--- src/rtl/duc_cas_pkg.sv ---
package duc_cas_pkg;
  localparam int unsigned SAMPLE_W = 16;
endpackage

--- src/rtl/duc_cas_gate.sv ---
module duc_cas_gate #(
  parameter int unsigned W = duc_cas_pkg::SAMPLE_W
) (
  input  logic [W-1:0] cas_i,
  input  logic         zero_i,
  output logic [W-1:0] cas_o
);
  assign cas_o = zero_i ? '0 : cas_i;
endmodule

--- src/rtl/duc_sat_add.sv ---
module duc_sat_add #(
  parameter int unsigned W = duc_cas_pkg::SAMPLE_W
) (
  input  logic [W-1:0] a_i,
  input  logic [W-1:0] b_i,
  output logic [W-1:0] sum_o
);
  localparam logic [W-1:0] MAX_POS = {1'b0, {(W-1){1'b1}}};
  localparam logic [W-1:0] MAX_NEG = {1'b1, {(W-1){1'b0}}};

  logic [W:0] wide;

  // one guard bit; overflow when guard and sign disagree
  assign wide = {a_i[W-1], a_i} + {b_i[W-1], b_i};

  always_comb begin
    if (wide[W] != wide[W-1]) sum_o = wide[W] ? MAX_NEG : MAX_POS;
    else                      sum_o = wide[W-1:0];
  end
endmodule

--- src/rtl/duc_out_fmt.sv ---
module duc_out_fmt #(
  parameter int unsigned W = duc_cas_pkg::SAMPLE_W
) (
  input  logic [W-1:0] tc_i,
  input  logic         twos_i,
  output logic [W-1:0] out_o
);
  assign out_o = {tc_i[W-1] ^ ~twos_i, tc_i[W-2:0]};
endmodule

--- src/rtl/duc_cas_out.sv ---
module duc_cas_out #(
  parameter int unsigned W = duc_cas_pkg::SAMPLE_W
) (
  input  logic         clk_i,
  input  logic         rst_ni,
  input  logic [W-1:0] local_i,
  input  logic [W-1:0] cas_i,
  input  logic         cas_zero_i,
  input  logic         fmt_twos_i,
  input  logic         oe_ni,
  output logic [W-1:0] data_o,
  output logic         drive_o
);
  logic [W-1:0] cas_g;
  logic [W-1:0] sat_sum;
  logic [W-1:0] sum_q;

  duc_cas_gate #(.W(W)) u_gate (
    .cas_i  (cas_i),
    .zero_i (cas_zero_i),
    .cas_o  (cas_g)
  );

  duc_sat_add #(.W(W)) u_add (
    .a_i   (local_i),
    .b_i   (cas_g),
    .sum_o (sat_sum)
  );

  // register holds two's complement; format applied after it
  always_ff @(posedge clk_i or negedge rst_ni) begin
    if (!rst_ni) sum_q <= '0;
    else         sum_q <= sat_sum;
  end

  duc_out_fmt #(.W(W)) u_fmt (
    .tc_i   (sum_q),
    .twos_i (fmt_twos_i),
    .out_o  (data_o)
  );

  assign drive_o = ~oe_ni;
endmodule

--- config.mk ---
export PLATFORM = sky130hd
export DESIGN_NAME = duc_cas_out
export DESIGN_NICKNAME = d
export VERILOG_FILES = /design/src/rtl/duc_cas_pkg.sv /design/src/rtl/duc_cas_gate.sv /design/src/rtl/duc_sat_add.sv /design/src/rtl/duc_out_fmt.sv /design/src/rtl/duc_cas_out.sv
export SDC_FILE = /design/constraint.sdc
export NUM_CORES = 1
export LEC_CHECK = 0
export CAP_MARGIN = 5
export CORE_UTILIZATION = 35
export CTS_BUF_LIST = sky130_fd_sc_hd__clkbuf_16
export DETAILED_ROUTE_END_ITERATION = 10
export GPL_TIMING_DRIVEN = 0
export HOLD_SLACK_MARGIN = 0.06
export PLACE_DENSITY_LB_ADDON = 0.2
export SLEW_MARGIN = 10
export SYNTH_ARGS = -nofsm -noshare
export SYNTH_HDL_FRONTEND = slang
export SYNTH_SLANG_ARGS = --single-unit
export TNS_END_PERCENT = 30
--- constraint.sdc ---
create_clock -name clk_i -period 0.8 [get_ports clk_i]
set_input_delay 0.12 -clock clk_i [delete_from_list [all_inputs] [get_ports clk_i]]
set_output_delay 0.12 -clock clk_i [all_outputs]
set_load 0.01 [all_outputs]
Word level (Yosys, flattened, before mapping)
Cells that the tools add are included.

word-level totals
  register bits after elaboration = 16
  bits of input ports = 37
  output and inout bits = 17
  word-level logic and storage cells = 9

operators by class
  $add $sub $neg = 1
  equality and inequality tests = 1
  mux-type cells = 3
  bitwise logic cells = 3

operators by type and width
  operator        count
  $mux 16         3
  $add 16x16->17  1
  $not 1->1       2
  $ne 1x1->1      1
  $xor 1x1->1     1

Depth between registers and ports, before layout
Gate-level depths: netlist (run 1).

  depth in word-level cells = 4
  depth in mapped cells = 13
  depth with buffers taken out = 12

Hierarchy
From an unflattened synthesis (run 1), not the netlist that was laid out.

second synthesis, totals
  cells, all modules = 235
  area, all modules = 2034.5 um2

modules (own cells, without submodules)
  module        instances  cells each  area an instance (um2)  seq. area each (um2)
  duc_sat_add   1          185         1365.1                  0.0
  duc_cas_out   1          17          404.1                   400.4
  duc_cas_gate  1          17          143.9                   0.0
  duc_out_fmt   1          16          121.4                   0.0

Worst setup path before layout (run 1)
No wires, ideal clock.

  kind = in2reg
  start point = input port cas_zero_i
  end point = register sum_q[13]
  setup time = 125 ps
  data arrival time = 2492 ps
  data required time = 675 ps
  slack = -1817 ps
  stages on the path = 11
  path buffers = 2
  cells stage by stage = clkbuf_1 -> nor2b_1 -> ha_1 -> a21oi_1 -> o22a_2 -> nand2_1 -> a32o_1 -> or4_4 -> buf_6 -> maj3_2 -> mux2_2

between the ends
  word-level cells in the longest chain between the ends = 4
  elaborated cells between the ends (all ways) = 5
  those cells by class = add/sub (1); eq/ne (1); mux (3)

ends and longest elaborated chain
  what                                          line               text
  start, declared                               duc_cas_out.sv:8   input logic cas_zero_i,
  $mux 16 *                                     duc_cas_gate.sv:8  assign cas_o = zero_i ? '0 : cas_i;
  $add 16x16->17 *                              duc_sat_add.sv:14  assign wide = {a_i[W-1], a_i} + {b_i[W-1], b_i};
  $mux 16 / $ne 1x1->1 (equally long branches)  duc_sat_add.sv:17  if (wide[W] != wide[W-1]) sum_o = wide[W] ? MAX_NEG : MAX_POS;
  $mux 16 *                                     duc_sat_add.sv:17
  net sat_sum[13]                               duc_cas_out.sv:15  logic [W-1:0] sat_sum;
  end signal, assigned                          duc_cas_out.sv:33  else sum_q <= sat_sum;
  end, declared                                 duc_cas_out.sv:16  logic [W-1:0] sum_q;

Mark *: on every way through the listed nets, which the timed path passes. The rest lies on a longest branch.

Worst setup path in the final report (run 1)
  start point = input port cas_zero_i
  end point = register sum_q[3]

The elaborated chain is that of the path after synthesis.

==> results of run 1 <==
==> report_power, final <==
| group | internal (W) | switching (W) |
|---|---|---|
| Combinational | 0.00189 | 0.00130 |
| Clock | 0.000659 | 0.000267 |
| Sequential | 0.00101 | 0.0000848 |
==> kinds of logic (layout without fill, tap and decap cells) <==
| kind of cell | Yosys count | in the layout | share of synthesized area [%] |
|---|---|---|---|
| XOR/XNOR | 13 | 13 | 6.00 |
| multiplexers | 4 | 4 | 2.24 |
| flip-flops | 16 | 16 | 21.1 |
| adder cells (fa/ha/maj) | 29 | 29 | 18.1 |
| AO/OA/AOI/OAI | 74 | 74 | 25.8 |
| AND/OR/NAND/NOR | 55 | 56 | 16.1 |
| buffers and inverters | 35 | 138 | 10.7 |
==> per-layer routing <==
metal  share of wire, %  up-vias  GRT usage [%]
met4                2.4        0           8.23
met3                4.7       15           2.12
met1                 41      986           23.1
li1                   -     1020              -
met5                  0        -              0
met2                 52       85           36.5
==> cell type report <==
| type | instances | area share, % |
|---|---|---|
| Sequential cell | 16 | 11.4 |
| Clock buffer | 3 | 2.13 |
| Multi-Input combinational cell | 176 | 49.1 |
| Inverter | 8 | 0.853 |
| Clock inverter | 1 | 0.107 |
| Buffer | 25 | 7.65 |
| Tap cell | 70 | 2.49 |
| Timing Repair Buffer | 101 | 26.3 |
==> placed cells by master (no fill, tap or decap), types with 3 or more instances in the layout <==
master            n
o21ai_1           4
nand2_2           3
a31oi_1           5
a21oi_2          10
o32a_1            3
xnor2_1           6
inv_1             7
nor2b_2           3
nor3_1            3
o21ai_0           9
dlygate4sd2_1    19
a21o_1            8
maj3_2            9
clkbuf_1          4
clkbuf_16         5
dfrtp_1          16
buf_8             3
nor2b_1           8
nor2b_4           9
buf_6            34
o21a_1            5
ha_1              3
ha_4             13
nand4_1           3
maj3_1            3
clkdlybuf4s50_1   9
nor2_1            3
dlymetal6s2s_1    5
a211o_1           3
a21oi_1          13
nand2_1           8
buf_4            43
xor2_1            4
xnor2_2           3
buf_2             4
==> worst min path at each step <==
stage               startpoint  endpoint  slack (ps)  depth (start not counted)
global placement        rst_ni  sum_q[3]         550                          1
CTS                     rst_ni  sum_q[4]         310                          1
global route            rst_ni  sum_q[8]         -30                          1
finish                  rst_ni  sum_q[3]        -110                          1
detailed placement      rst_ni  sum_q[4]         560                          1
floorplan               rst_ni  sum_q[0]        -180                          0
==> critical path, stage by stage <==
cell and delay, ps:
buf_12 110, clkbuf_16 150, nor2b_4 120, ha_4 220, a21oi_2 140, o22a_2 180
nand2_2 60, a32o_2 240, or4_4 540, buf_8 150, buf_6 130, maj3_2 290
o21a_1 160
==> timing repair <==
item                                    4_1_cts  5_1_grt
setup buffers                                36        9
endpoints found under the setup margin       33       48
endpoints found under the hold margin         0       16
pin swaps                                    39       11
gates cloned                                  1        3
resized for setup                           155       43
==> through the flow <==
step | total power [W] | utilization [%] | setup TNS (ps) | cell area [um2] | std cells
2_1_floorplan | 0.00251 | - | -24160 | 1920 | 226
3_3_place_gp | 0.00328 | 49.2 | -47370 | 2540 | 349
3_5_place_dp | 0.00330 | 49.2 | -48190 | 2540 | 349
4_1_cts | 0.00488 | 62.8 | -27530 | 3250 | 388
5_1_grt | 0.00554 | 68.0 | -30200 | 3520 | 400
6_report | 0.00521 | 68.0 | -28410 | 3520 | 400
==> results.yml, run 1 <==
placed_design:
  dp_hpwl_um: 3230
  routabilityCongestion: 0.799
  portBuffers: 53
  dpl_worst_slack_ps: -2650
worst_setup_path:
  arrival_ps: 2640
  crit_required_ps: 930
  worstSetupPathType: "in2reg"
  cp-endpoint: "sum_q[3]"
  crit_path_max_fanout: 6
  cp-start-kind: "primary input"
  crit_start: "cas_zero_i"
  crit_path_end_kind: "flip-flop"
yosys:
  ys.flop_type: "dfrtp_1"
  netlist.area_leader.share_pct: 21.1
  synth_commonest_cells: "a21oi_1, nor2b_1, buf_4, dfrtp_1, ha_1"
  synth_edf_count: 0
  yosysMostFrequentCell: "a21oi_1"
  yosysSeqAreaShare_pct: 21.1
  postSynthNetCount: 280
  syn_inst: 226
  synth-seq-cells: 16
  synthArstFlopShare_pct: 100
  postSynthAreaPerCell_um2: 8.39
  synth.largest_area_cell: "dfrtp_1"
  netlist_area_mm2: 0.00190
  yosys-top-cells-area: "dfrtp_1, ha_1, nor2b_1"
  ys_types: 44
  yosys_warnings: 0
sta:
  finalCritPeriodShare_pct: 313
  worst-slew-pin-transition_ps: 650
  layout_setup_ws_ps: -1710
  rsz0062_at_grt: "yes"
  period_minus_slack_ps: 2510
  slew_viol_final: 0
  setup_viol: 32
  holdWs_ps: -106
  max_freq_mhz: 399
  relSlewSlack_pct: 56.6
  hold_viol_final: 16
final_layout:
  multiInputGateArea_mm2: 0.00173
  layout.nets: 385
  diodes: 0
  drive_gt1_share_pct: 50.0
  synthToLayoutAreaGrowth_pct: 85.5
  regMostFlops: "sum_q"
  seq_area_um2: 400
  top_regs: "sum_q (16)"
  n_fill_cell: 414
  largest_reg_flops: 16
min_path:
  min_path_type: "in2async"
pwr:
  pwr_density_cell_mw_per_mm2: 1480
  p_leak_nw: 1.60
  ir_drop_mv: 1.13
routing:
  drc: 0
  vias: 2106
  dr.pass1.iters: 4
  post_drt_wl_per_cell_um: 14.2
  drtIter0Drc: 119
  drt-total-wl_um: 5680
  ant_nets: 0
  via_per_inst: 5.27
status:
  failed_checks: "negative hold slack, negative setup slack"
  status: "finished with violations"
die:
  core_area_mm2: 0.00517
  die_width_um: 75.6
  dieArea_mm2: 0.00572
  io_pins: 54
  row_count: 26
  start_util_pct: 36.7
  die_h_um: 75.6
grt:
  grt_overflow: 0
  grt_max_degree: 17
  track_usage_pct: 19.8
  grt_pass1_wl_um: 8640
  antenna_found_initial: 0
  grt_pass1_vias: 1974
clock_tree:
  cts-root-buf: "clkbuf_16"
  ctsHoldBuffers: 0
  cts_tree: "done"
  clk_path_buf_depth: 2
  clock_sinks: 16
  cts.clk_slew.worst_paths_ps: 40
  cts_buffers: 3
  htree_levels: 1
flow_run:
  maxCapViolCount: 0
Power figures use the tool's default switching activity.
==> inputs of run 2 (changes only) <==
--- a/config.mk
+++ b/config.mk
@@ -5,6 +5,7 @@
 export SDC_FILE = /design/constraint.sdc
 export NUM_CORES = 1
 export LEC_CHECK = 0
+export ABC_CLOCK_PERIOD_IN_PS = 800
 export CAP_MARGIN = 5
 export CORE_UTILIZATION = 35
 export CTS_BUF_LIST = sky130_fd_sc_hd__clkbuf_16
==> results of run 2 <==
Same layout as run 1: the final DEF is identical, and so are final timing and power.
==> inputs of run 3 (changes only) <==
--- a/config.mk
+++ b/config.mk
@@ -11,7 +11,6 @@
 export CTS_BUF_LIST = sky130_fd_sc_hd__clkbuf_16
 export DETAILED_ROUTE_END_ITERATION = 10
 export GPL_TIMING_DRIVEN = 0
-export HOLD_SLACK_MARGIN = 0.06
 export PLACE_DENSITY_LB_ADDON = 0.2
 export SLEW_MARGIN = 10
 export SYNTH_ARGS = -nofsm -noshare
==> results of run 3 <==
Same layout as run 1: the final DEF is identical, and so are final timing and power.
